[config.mk]
export PLATFORM = sky130hd
export DESIGN_NAME = wdt_escalator
export DESIGN_NICKNAME = d
export VERILOG_FILES = /design/src/rtl/wdt_esc_pkg.sv /design/src/rtl/wdt_esc_regs.sv /design/src/rtl/wdt_esc_counter.sv /design/src/rtl/wdt_esc_stage.sv /design/src/rtl/wdt_esc_pulse.sv /design/src/rtl/wdt_escalator.sv
export SDC_FILE = /design/constraint.sdc
export NUM_CORES = 1
export LEC_CHECK = 0
export CELL_PAD_IN_SITES_DETAIL_PLACEMENT = 0
export CELL_PAD_IN_SITES_GLOBAL_PLACEMENT = 2
export CORE_ASPECT_RATIO = 0.9
export CORE_UTILIZATION = 36
export DETAILED_ROUTE_END_ITERATION = 6
export PLACE_DENSITY_LB_ADDON = 0.1
export SLEW_MARGIN = 20
export SYNTH_ARGS = -nofsm -noshare
export SYNTH_HDL_FRONTEND = slang
export SYNTH_SLANG_ARGS = --single-unit
[constraint.sdc]
create_clock -name clk -period 5.05 [get_ports clk]
set_input_delay 1.2625 -clock clk [delete_from_list [all_inputs] [get_ports clk]]
set_output_delay 1.2625 -clock clk [all_outputs]
set_load 0.01 [all_outputs]
[src/rtl/wdt_esc_pkg.sv]
// Package: shared register addresses and stage limits for the escalating
// watchdog. Assumes a 2-bit register address.
package wdt_esc_pkg;

    typedef enum logic [1:0] {
        WDT_A_PERIOD = 2'd0,
        WDT_A_CTRL   = 2'd1,
        WDT_A_KICK   = 2'd2,
        WDT_A_CLEAR  = 2'd3
    } wdt_addr_e;

    localparam int STAGE_W   = 3;
    localparam int ESC_LAST  = 4;
    localparam int LEG_LAST  = 2;
    localparam int N_PULSE   = 3;

    // Index of each reset pulse output in the fire vector
    localparam int P_CPU = 0;
    localparam int P_SYS = 1;
    localparam int P_SUB = 2;

endpackage

[src/rtl/wdt_esc_regs.sv]
// Register file of the escalating watchdog.
// Holds the period, enable, legacy-mode bit and pulse length. Decodes kick
// and interrupt-clear writes into single-cycle strobes. A control write also
// counts as a restart (reload strobe). Assumes one write per cycle.
module wdt_esc_regs
    import wdt_esc_pkg::*;
#(
    parameter int          DATA_W     = 32,
    parameter int          CNT_W      = 24,
    parameter int          PW_W       = 4,
    parameter logic [CNT_W-1:0] PERIOD_RST = '1
) (
    input  logic              clk,
    input  logic              rst_n,
    input  logic              wr_en,
    input  logic [1:0]        wr_addr,
    input  logic [DATA_W-1:0] wr_data,
    output logic [CNT_W-1:0]  period_q,
    output logic              en_q,
    output logic              legacy_q,
    output logic [PW_W-1:0]   plen_q,
    output logic              reload,
    output logic              clr_irq,
    output logic              clr_fiq
);

    localparam int PLEN_LSB = 2;

    wdt_addr_e addr;
    logic      wr_period;
    logic      wr_ctrl;
    logic      wr_kick;
    logic      wr_clear;

    // Decode the write address into per-register strobes
    always_comb begin
        addr      = wdt_addr_e'(wr_addr);
        wr_period = wr_en && (addr == WDT_A_PERIOD);
        wr_ctrl   = wr_en && (addr == WDT_A_CTRL);
        wr_kick   = wr_en && (addr == WDT_A_KICK);
        wr_clear  = wr_en && (addr == WDT_A_CLEAR);
        reload    = wr_kick || wr_ctrl;
        clr_irq   = wr_clear && wr_data[0];
        clr_fiq   = wr_clear && wr_data[1];
    end

    // Period register
    always_ff @(posedge clk) begin
        if (!rst_n)
            period_q <= PERIOD_RST;
        else if (wr_period)
            period_q <= wr_data[CNT_W-1:0];
    end

    // Control register: enable, mode and pulse length
    always_ff @(posedge clk) begin
        if (!rst_n) begin
            en_q     <= 1'b0;
            legacy_q <= 1'b0;
            plen_q   <= '0;
        end else if (wr_ctrl) begin
            en_q     <= wr_data[0];
            legacy_q <= wr_data[1];
            plen_q   <= wr_data[PLEN_LSB +: PW_W];
        end
    end

endmodule

[src/rtl/wdt_esc_counter.sv]
// Down counter of the escalating watchdog.
// Counts from the period to zero. The zero cycle is the expiry cycle, after
// which the counter reloads itself. While disabled or on a reload strobe it
// holds the period, so the period only takes effect at a reload.
module wdt_esc_counter #(
    parameter int CNT_W = 24
) (
    input  logic             clk,
    input  logic             rst_n,
    input  logic             en,
    input  logic             reload,
    input  logic [CNT_W-1:0] period,
    output logic             expire,
    output logic [CNT_W-1:0] cnt_q
);

    // Expiry: enabled, no restart this cycle, count exhausted
    always_comb begin
        expire = en && !reload && (cnt_q == '0);
    end

    // Count down, reloading on disable, restart or expiry
    always_ff @(posedge clk) begin
        if (!rst_n)
            cnt_q <= '0;
        else if (!en || reload || expire)
            cnt_q <= period;
        else
            cnt_q <= cnt_q - CNT_W'(1);
    end

endmodule

[src/rtl/wdt_esc_stage.sv]
// Escalation stage tracker of the escalating watchdog.
// Counts consecutive expiries up to the last stage of the selected mode and
// saturates there. Turns each expiry into the action for its new stage:
// sticky interrupt flags or reset pulse triggers. A restart (kick, control
// write or disable) returns the stage to zero. A clear strobe drops a flag
// unless the same cycle sets it.
module wdt_esc_stage
    import wdt_esc_pkg::*;
(
    input  logic               clk,
    input  logic               rst_n,
    input  logic               expire,
    input  logic               restart,
    input  logic               legacy,
    input  logic               clr_irq,
    input  logic               clr_fiq,
    output logic               irq_q,
    output logic               fiq_q,
    output logic [N_PULSE-1:0] fire,
    output logic [STAGE_W-1:0] stage_q
);

    logic [STAGE_W-1:0] last;
    logic [STAGE_W-1:0] nxt;
    logic               set_irq;
    logic               set_fiq;

    // Work out the stage reached by this expiry and the action it brings
    always_comb begin
        last    = legacy ? STAGE_W'(LEG_LAST) : STAGE_W'(ESC_LAST);
        nxt     = (stage_q >= last) ? last : stage_q + STAGE_W'(1);
        set_irq = expire && (nxt == STAGE_W'(1));
        set_fiq = expire && !legacy && (nxt == STAGE_W'(2));
        fire    = '0;
        fire[P_CPU] = expire && !legacy && (nxt == STAGE_W'(3));
        fire[P_SYS] = expire && !legacy && (nxt == STAGE_W'(ESC_LAST));
        fire[P_SUB] = expire &&  legacy && (nxt == STAGE_W'(LEG_LAST));
    end

    // Stage counter: restart to zero, step on expiry
    always_ff @(posedge clk) begin
        if (!rst_n)
            stage_q <= '0;
        else if (restart)
            stage_q <= '0;
        else if (expire)
            stage_q <= nxt;
    end

    // Sticky interrupt flags; setting wins over clearing
    always_ff @(posedge clk) begin
        if (!rst_n) begin
            irq_q <= 1'b0;
            fiq_q <= 1'b0;
        end else begin
            if (set_irq)
                irq_q <= 1'b1;
            else if (clr_irq)
                irq_q <= 1'b0;
            if (set_fiq)
                fiq_q <= 1'b1;
            else if (clr_fiq)
                fiq_q <= 1'b0;
        end
    end

endmodule

[src/rtl/wdt_esc_pulse.sv]
// Reset pulse stretcher of the escalating watchdog.
// A fire strobe loads the programmed length (0 taken as 1). The output stays
// high while the remaining count is non-zero. A new strobe during a pulse
// restarts the full length.
module wdt_esc_pulse #(
    parameter int PW_W = 4
) (
    input  logic            clk,
    input  logic            rst_n,
    input  logic            fire,
    input  logic [PW_W-1:0] len,
    output logic            pulse_o
);

    logic [PW_W-1:0] left_q;
    logic [PW_W-1:0] len_eff;

    // Length of zero still yields one cycle
    always_comb begin
        len_eff = (len == '0) ? PW_W'(1) : len;
        pulse_o = (left_q != '0);
    end

    // Remaining pulse cycles
    always_ff @(posedge clk) begin
        if (!rst_n)
            left_q <= '0;
        else if (fire)
            left_q <= len_eff;
        else if (left_q != '0)
            left_q <= left_q - PW_W'(1);
    end

endmodule

[src/rtl/wdt_escalator.sv]
// Escalating watchdog timer, top level.
// Joins the register file, down counter, stage tracker and one pulse
// stretcher per reset output. Assumes a single clock domain and that the
// reset outputs are consumed by reset logic outside the block.
module wdt_escalator
    import wdt_esc_pkg::*;
#(
    parameter int               DATA_W     = 32,
    parameter int               CNT_W      = 24,
    parameter int               PW_W       = 4,
    parameter logic [CNT_W-1:0] PERIOD_RST = '1
) (
    input  logic              clk,
    input  logic              rst_n,
    input  logic              wr_en,
    input  logic [1:0]        wr_addr,
    input  logic [DATA_W-1:0] wr_data,
    output logic              irq_o,
    output logic              fiq_o,
    output logic              cpu_rst_o,
    output logic              sys_rst_o,
    output logic              sub_rst_o
);

    logic [CNT_W-1:0]   period_q;
    logic               en_q;
    logic               legacy_q;
    logic [PW_W-1:0]    plen_q;
    logic               reload;
    logic               clr_irq;
    logic               clr_fiq;
    logic               expire;
    logic [CNT_W-1:0]   cnt_q;
    logic [STAGE_W-1:0] stage_q;
    logic [N_PULSE-1:0] fire;
    logic [N_PULSE-1:0] pulse;
    logic               restart;

    wdt_esc_regs #(
        .DATA_W    (DATA_W),
        .CNT_W     (CNT_W),
        .PW_W      (PW_W),
        .PERIOD_RST(PERIOD_RST)
    ) u_regs (
        .clk     (clk),
        .rst_n   (rst_n),
        .wr_en   (wr_en),
        .wr_addr (wr_addr),
        .wr_data (wr_data),
        .period_q(period_q),
        .en_q    (en_q),
        .legacy_q(legacy_q),
        .plen_q  (plen_q),
        .reload  (reload),
        .clr_irq (clr_irq),
        .clr_fiq (clr_fiq)
    );

    wdt_esc_counter #(
        .CNT_W(CNT_W)
    ) u_cnt (
        .clk   (clk),
        .rst_n (rst_n),
        .en    (en_q),
        .reload(reload),
        .period(period_q),
        .expire(expire),
        .cnt_q (cnt_q)
    );

    // Escalation restarts on kick, control write or while disabled
    always_comb begin
        restart = reload || !en_q;
    end

    wdt_esc_stage u_stage (
        .clk    (clk),
        .rst_n  (rst_n),
        .expire (expire),
        .restart(restart),
        .legacy (legacy_q),
        .clr_irq(clr_irq),
        .clr_fiq(clr_fiq),
        .irq_q  (irq_o),
        .fiq_q  (fiq_o),
        .fire   (fire),
        .stage_q(stage_q)
    );

    for (genvar g = 0; g < N_PULSE; g++) begin : g_pulse
        wdt_esc_pulse #(
            .PW_W(PW_W)
        ) u_pulse (
            .clk    (clk),
            .rst_n  (rst_n),
            .fire   (fire[g]),
            .len    (plen_q),
            .pulse_o(pulse[g])
        );
    end

    // Map the pulse stretchers onto the reset outputs
    always_comb begin
        cpu_rst_o = pulse[P_CPU];
        sys_rst_o = pulse[P_SYS];
        sub_rst_o = pulse[P_SUB];
    end

endmodule

==> impl_metrics.py <==
metrics = {
    "run_status": {
        "outcome": "completed",
    },
    "routing": {
        "route.detailed.drc": 0,
        "drt_pass1_iterations": 4,
        "wl_per_cell_um": 13.6,
        "vias_per_cell": 4.97,
        "first_iter_violations": 107,
        "routed_wl_mm": 7.61,
        "routed-via-count": 2773,
        "postRouteAntennaNets": 0,
    },
    "floorplan": {
        "io_pins": 42,
        "die_width_um": 105,
        "core-area_um2": 9170,
        "placement_rows": 33,
        "start_util": 0.373,
        "die_area_um2": 9890,
        "dieHeight_um": 94.4,
    },
    "power_and_ir_drop": {
        "cellLeakagePower_uw": 0.00170,
        "peakVddDrop_mv": 0.211,
        "powerDensity_nw_per_um2": 400,
    },
    "worst_setup_path": {
        "critPathMostFrequentCell": "sky130_fd_sc_hd__inv_1",
        "slowest_delay_ns": 0.50,
        "worst_ep_required_time_ns": 3.79,
        "crit_path_start_kind": "flop",
        "critPathArrivalTime_ns": 1.98,
        "cpMaxStageDelayCell": "sky130_fd_sc_hd__clkdlybuf4s50_1",
        "rr_worst_depth": 7,
        "critical_path_class": "flop to output pin",
        "timing.critical_path.fanout_max": 4,
        "critical_path.endpoint_type": "output pin",
        "worstPathCellList": "inv_1, ha_1, nor3b_1, inv_1, clkdlybuf4s50_1",
    },
    "timing": {
        "max_clock_freq_mhz": 309,
        "setup_repair_after_global_routing_missed_its_margin": "no",
        "hold_violations": 0,
        "setup-tns-final_ns": 0,
        "max_slew.worst_pin.slew_ns": 0.985,
        "min_period_ns": 3.24,
        "drv_slew": 0,
        "worst_slew_margin_rel": 0.343,
        "ratio_of_final_minimum_period_to_clock_period": 0.642,
        "setup-violations-final": 0,
        "skew_ns": 0.00961,
    },
    "synthesis": {
        "synth.mux.area_fraction": 0.0556,
        "post_synth_edffs": 0,
        "syn_nets": 451,
        "netlist_instances": 404,
        "synth.avg_cell_area_um2": 8.46,
        "ys.flop_type": "sky130_fd_sc_hd__dfxtp_1",
        "synth.yosys.seq_area_share": 0.416,
        "netlist_area_um2": 3420,
        "synth.distinct_cells": 45,
        "compound_gate_fraction_of_synth_area": 0.118,
        "synth_adder_area_share": 0.0366,
        "synth_simple_gate_area_share": 0.273,
        "synth-warning-count": 0,
        "post_synth_xor_area_fraction": 0.0615,
        "synth_top_family_by_area": "simple AND/OR/NAND/NOR gates",
        "ys_async_sr_fraction": 0,
        "synth.ff_latch_count": 71,
    },
    "place": {
        "port-buffer-count": 33,
        "dpl-instance-area_um2": 3840,
        "gpl.final_weighted_congestion": 0.779,
        "detailedPlacementHpwl_mm": 5.07,
    },
    "clock_tree": {
        "cts.htree.levels": 3,
        "post_cts_buffers": 0,
        "cts-hold-fix-buffers": 0,
        "clk_path_buf_depth": 2,
        "cts-root-buf": "sky130_fd_sc_hd__clkbuf_8",
        "cts_tree": "done",
        "cts_made_buffers": 9,
        "clk_transition_reported_paths_ns": 0.08,
        "clock_sink_count": 71,
        "worst_skew_late_latency_ns": 0.34,
        "cts_resizes": 0,
    },
    "finish": {
        "drive_gt1_frac": 0.0665,
        "num_antenna_cells": 0,
        "filler_cell_count": 953,
        "area_growth_pct": 18.9,
        "final_cell_area_um2": 4060,
        "finalNetCount": 478,
    },
    "grt": {
        "largest_net_degree_at_the_start_of_global_routing": 54,
        "grt_pass1_wl_mm": 13.1,
        "grt_antenna_before_repair": 0,
        "grt_util_all_layers": 0.168,
        "via_count_of_the_first_global_routing_pass": 2709,
        "grt_overflow_total": 0,
    },
    "min_path": {
        "worst_hold_path.num_cells": 2,
        "worst_hold_path_type": "flop to flop",
    },
    "job": {
        "maxCapViolations": 0,
    },
}
==> cell families after synthesis <==
group / after synthesis
multiplexers: 19
XOR/XNOR: 24
buffers and inverters: 34
AO/OA/AOI/OAI: 61
AND/OR/NAND/NOR: 185
adder cells (fa/ha/maj): 10
flip-flops: 71
==> through the flow <==
| step | power, µW | utilization | worst slack [ns] | hold WS, ns | std cells |
|---|---|---|---|---|---|
| global route | 1750 | 0.443 | 1.56 | 0.485 | 558 |
| global placement | 1120 | 0.419 | 1.72 | 0.441 | 542 |
| CTS | 1650 | 0.443 | 1.77 | 0.457 | 558 |
| detailed placement | 1120 | 0.419 | 1.71 | 0.446 | 542 |
| finish | 1620 | 0.443 | 1.81 | 0.454 | 558 |
| floorplan | 996 | - | 2.39 | 0.435 | 404 |
==> power by group <==
part | leakage, µW | switching (µW) | internal [µW]
logic | 0.00100 | 211 | 221
registers | 0.000587 | 54.3 | 628
clock network | 0.000110 | 219 | 292
==> critical path: cells and delay by family (launching register included) <==
kind | cells | cell delay (ns)
DFF | 1 | 0.33
adders and majority gates | 1 | 0.16
and+or+nand+nor | 1 | 0.44
buffers and inverters | 3 | 0.69
==> cells in the mapped netlist, types with 10 or more instances <==
master | number | share of area
sky130_fd_sc_hd__ha_1 | 10 | 0.037
sky130_fd_sc_hd__mux2i_1 | 19 | 0.056
sky130_fd_sc_hd__xnor2_1 | 17 | 0.044
sky130_fd_sc_hd__nand2_1 | 75 | 0.082
sky130_fd_sc_hd__clkbuf_1 | 15 | 0.016
sky130_fd_sc_hd__a211oi_1 | 11 | 0.024
sky130_fd_sc_hd__o21ai_0 | 18 | 0.026
sky130_fd_sc_hd__inv_1 | 15 | 0.016
sky130_fd_sc_hd__nand3_1 | 31 | 0.045
sky130_fd_sc_hd__nor3_1 | 10 | 0.015
sky130_fd_sc_hd__a21oi_1 | 11 | 0.016
sky130_fd_sc_hd__nor2_1 | 32 | 0.035
sky130_fd_sc_hd__dfxtp_1 | 71 | 0.42
==> registers in the layout, summed over array words and instances, names as in the netlist <==
| name | flops |
|---|---|
| u_stage.irq_q | 1 |
| u_regs.en_q | 1 |
| g_pulse.u_pulse.left_q | 12 |
| u_regs.legacy_q | 1 |
| u_stage.stage_q | 3 |
| u_regs.period_q | 24 |
| u_cnt.cnt_q | 24 |
| u_regs.plen_q | 4 |
| u_stage.fiq_q | 1 |
==> routing by layer <==
layer | global-route usage | wire [µm] | vias to the layer above
li1 | - | - | 1458
met1 | 0.240 | 4170 | 1261
met2 | 0.247 | 3090 | 46
met3 | 0.0386 | 276 | 8
met4 | 0.0599 | 74 | 0
met5 | 0 | 0 | -
==> cells in the final DEF, fill, tap and decap left out, types with 3 or more instances in the layout <==
cell type | netlist | final
sky130_fd_sc_hd__a21o_1 | 3 | 3
sky130_fd_sc_hd__dfxtp_1 | 71 | 71
sky130_fd_sc_hd__nor4_1 | 3 | 3
sky130_fd_sc_hd__nand4_1 | 4 | 4
sky130_fd_sc_hd__clkdlybuf4s50_1 | 0 | 32
sky130_fd_sc_hd__or3_1 | 7 | 7
sky130_fd_sc_hd__nor3b_1 | 3 | 3
sky130_fd_sc_hd__nor2_1 | 32 | 32
sky130_fd_sc_hd__nand3_1 | 31 | 31
sky130_fd_sc_hd__nand2_1 | 75 | 75
sky130_fd_sc_hd__mux2i_1 | 19 | 19
sky130_fd_sc_hd__ha_1 | 10 | 10
sky130_fd_sc_hd__clkbuf_8 | 0 | 10
sky130_fd_sc_hd__xnor2_1 | 17 | 17
sky130_fd_sc_hd__nor4_4 | 3 | 3
sky130_fd_sc_hd__nor3_1 | 10 | 9
sky130_fd_sc_hd__a21oi_1 | 11 | 11
sky130_fd_sc_hd__xor2_1 | 7 | 7
sky130_fd_sc_hd__inv_1 | 15 | 15
sky130_fd_sc_hd__nand2b_1 | 4 | 4
sky130_fd_sc_hd__a211oi_1 | 11 | 11
sky130_fd_sc_hd__o21ai_0 | 18 | 18
sky130_fd_sc_hd__a311oi_1 | 4 | 4
==> worst paths after layout <==
| check | startpoint | endpoint | slack (ns) |
|---|---|---|---|
| worst max-delay path | g_pulse[0].u_pulse.left_q[0]$_SDFFE_PN0P_ | cpu_rst_o | 1.81 |
| worst min register to register | u_stage.irq_q$_SDFFE_PN0P_ | u_stage.irq_q$_SDFFE_PN0P_ | 0.45 |
| worst min-delay path | u_stage.irq_q$_SDFFE_PN0P_ | u_stage.irq_q$_SDFFE_PN0P_ | 0.45 |
| worst max register to register | u_cnt.cnt_q[0]$_SDFF_PN0_ | g_pulse[1].u_pulse.left_q[0]$_SDFFE_PN0P_ | 2.76 |
==> final cells by class <==
type | count | area [µm²] | share of cell area
clock inverters | 5 | 81.3 | 0.0200
inverters | 15 | 56.3 | 0.0139
multi-input cells | 299 | 1870 | 0.460
clock buffers | 11 | 141 | 0.0348
repair buffers | 35 | 340 | 0.0838
flip-flops and latches | 71 | 1420 | 0.350
well taps | 122 | 153 | 0.0376
(Power assumes the default switching activity.)
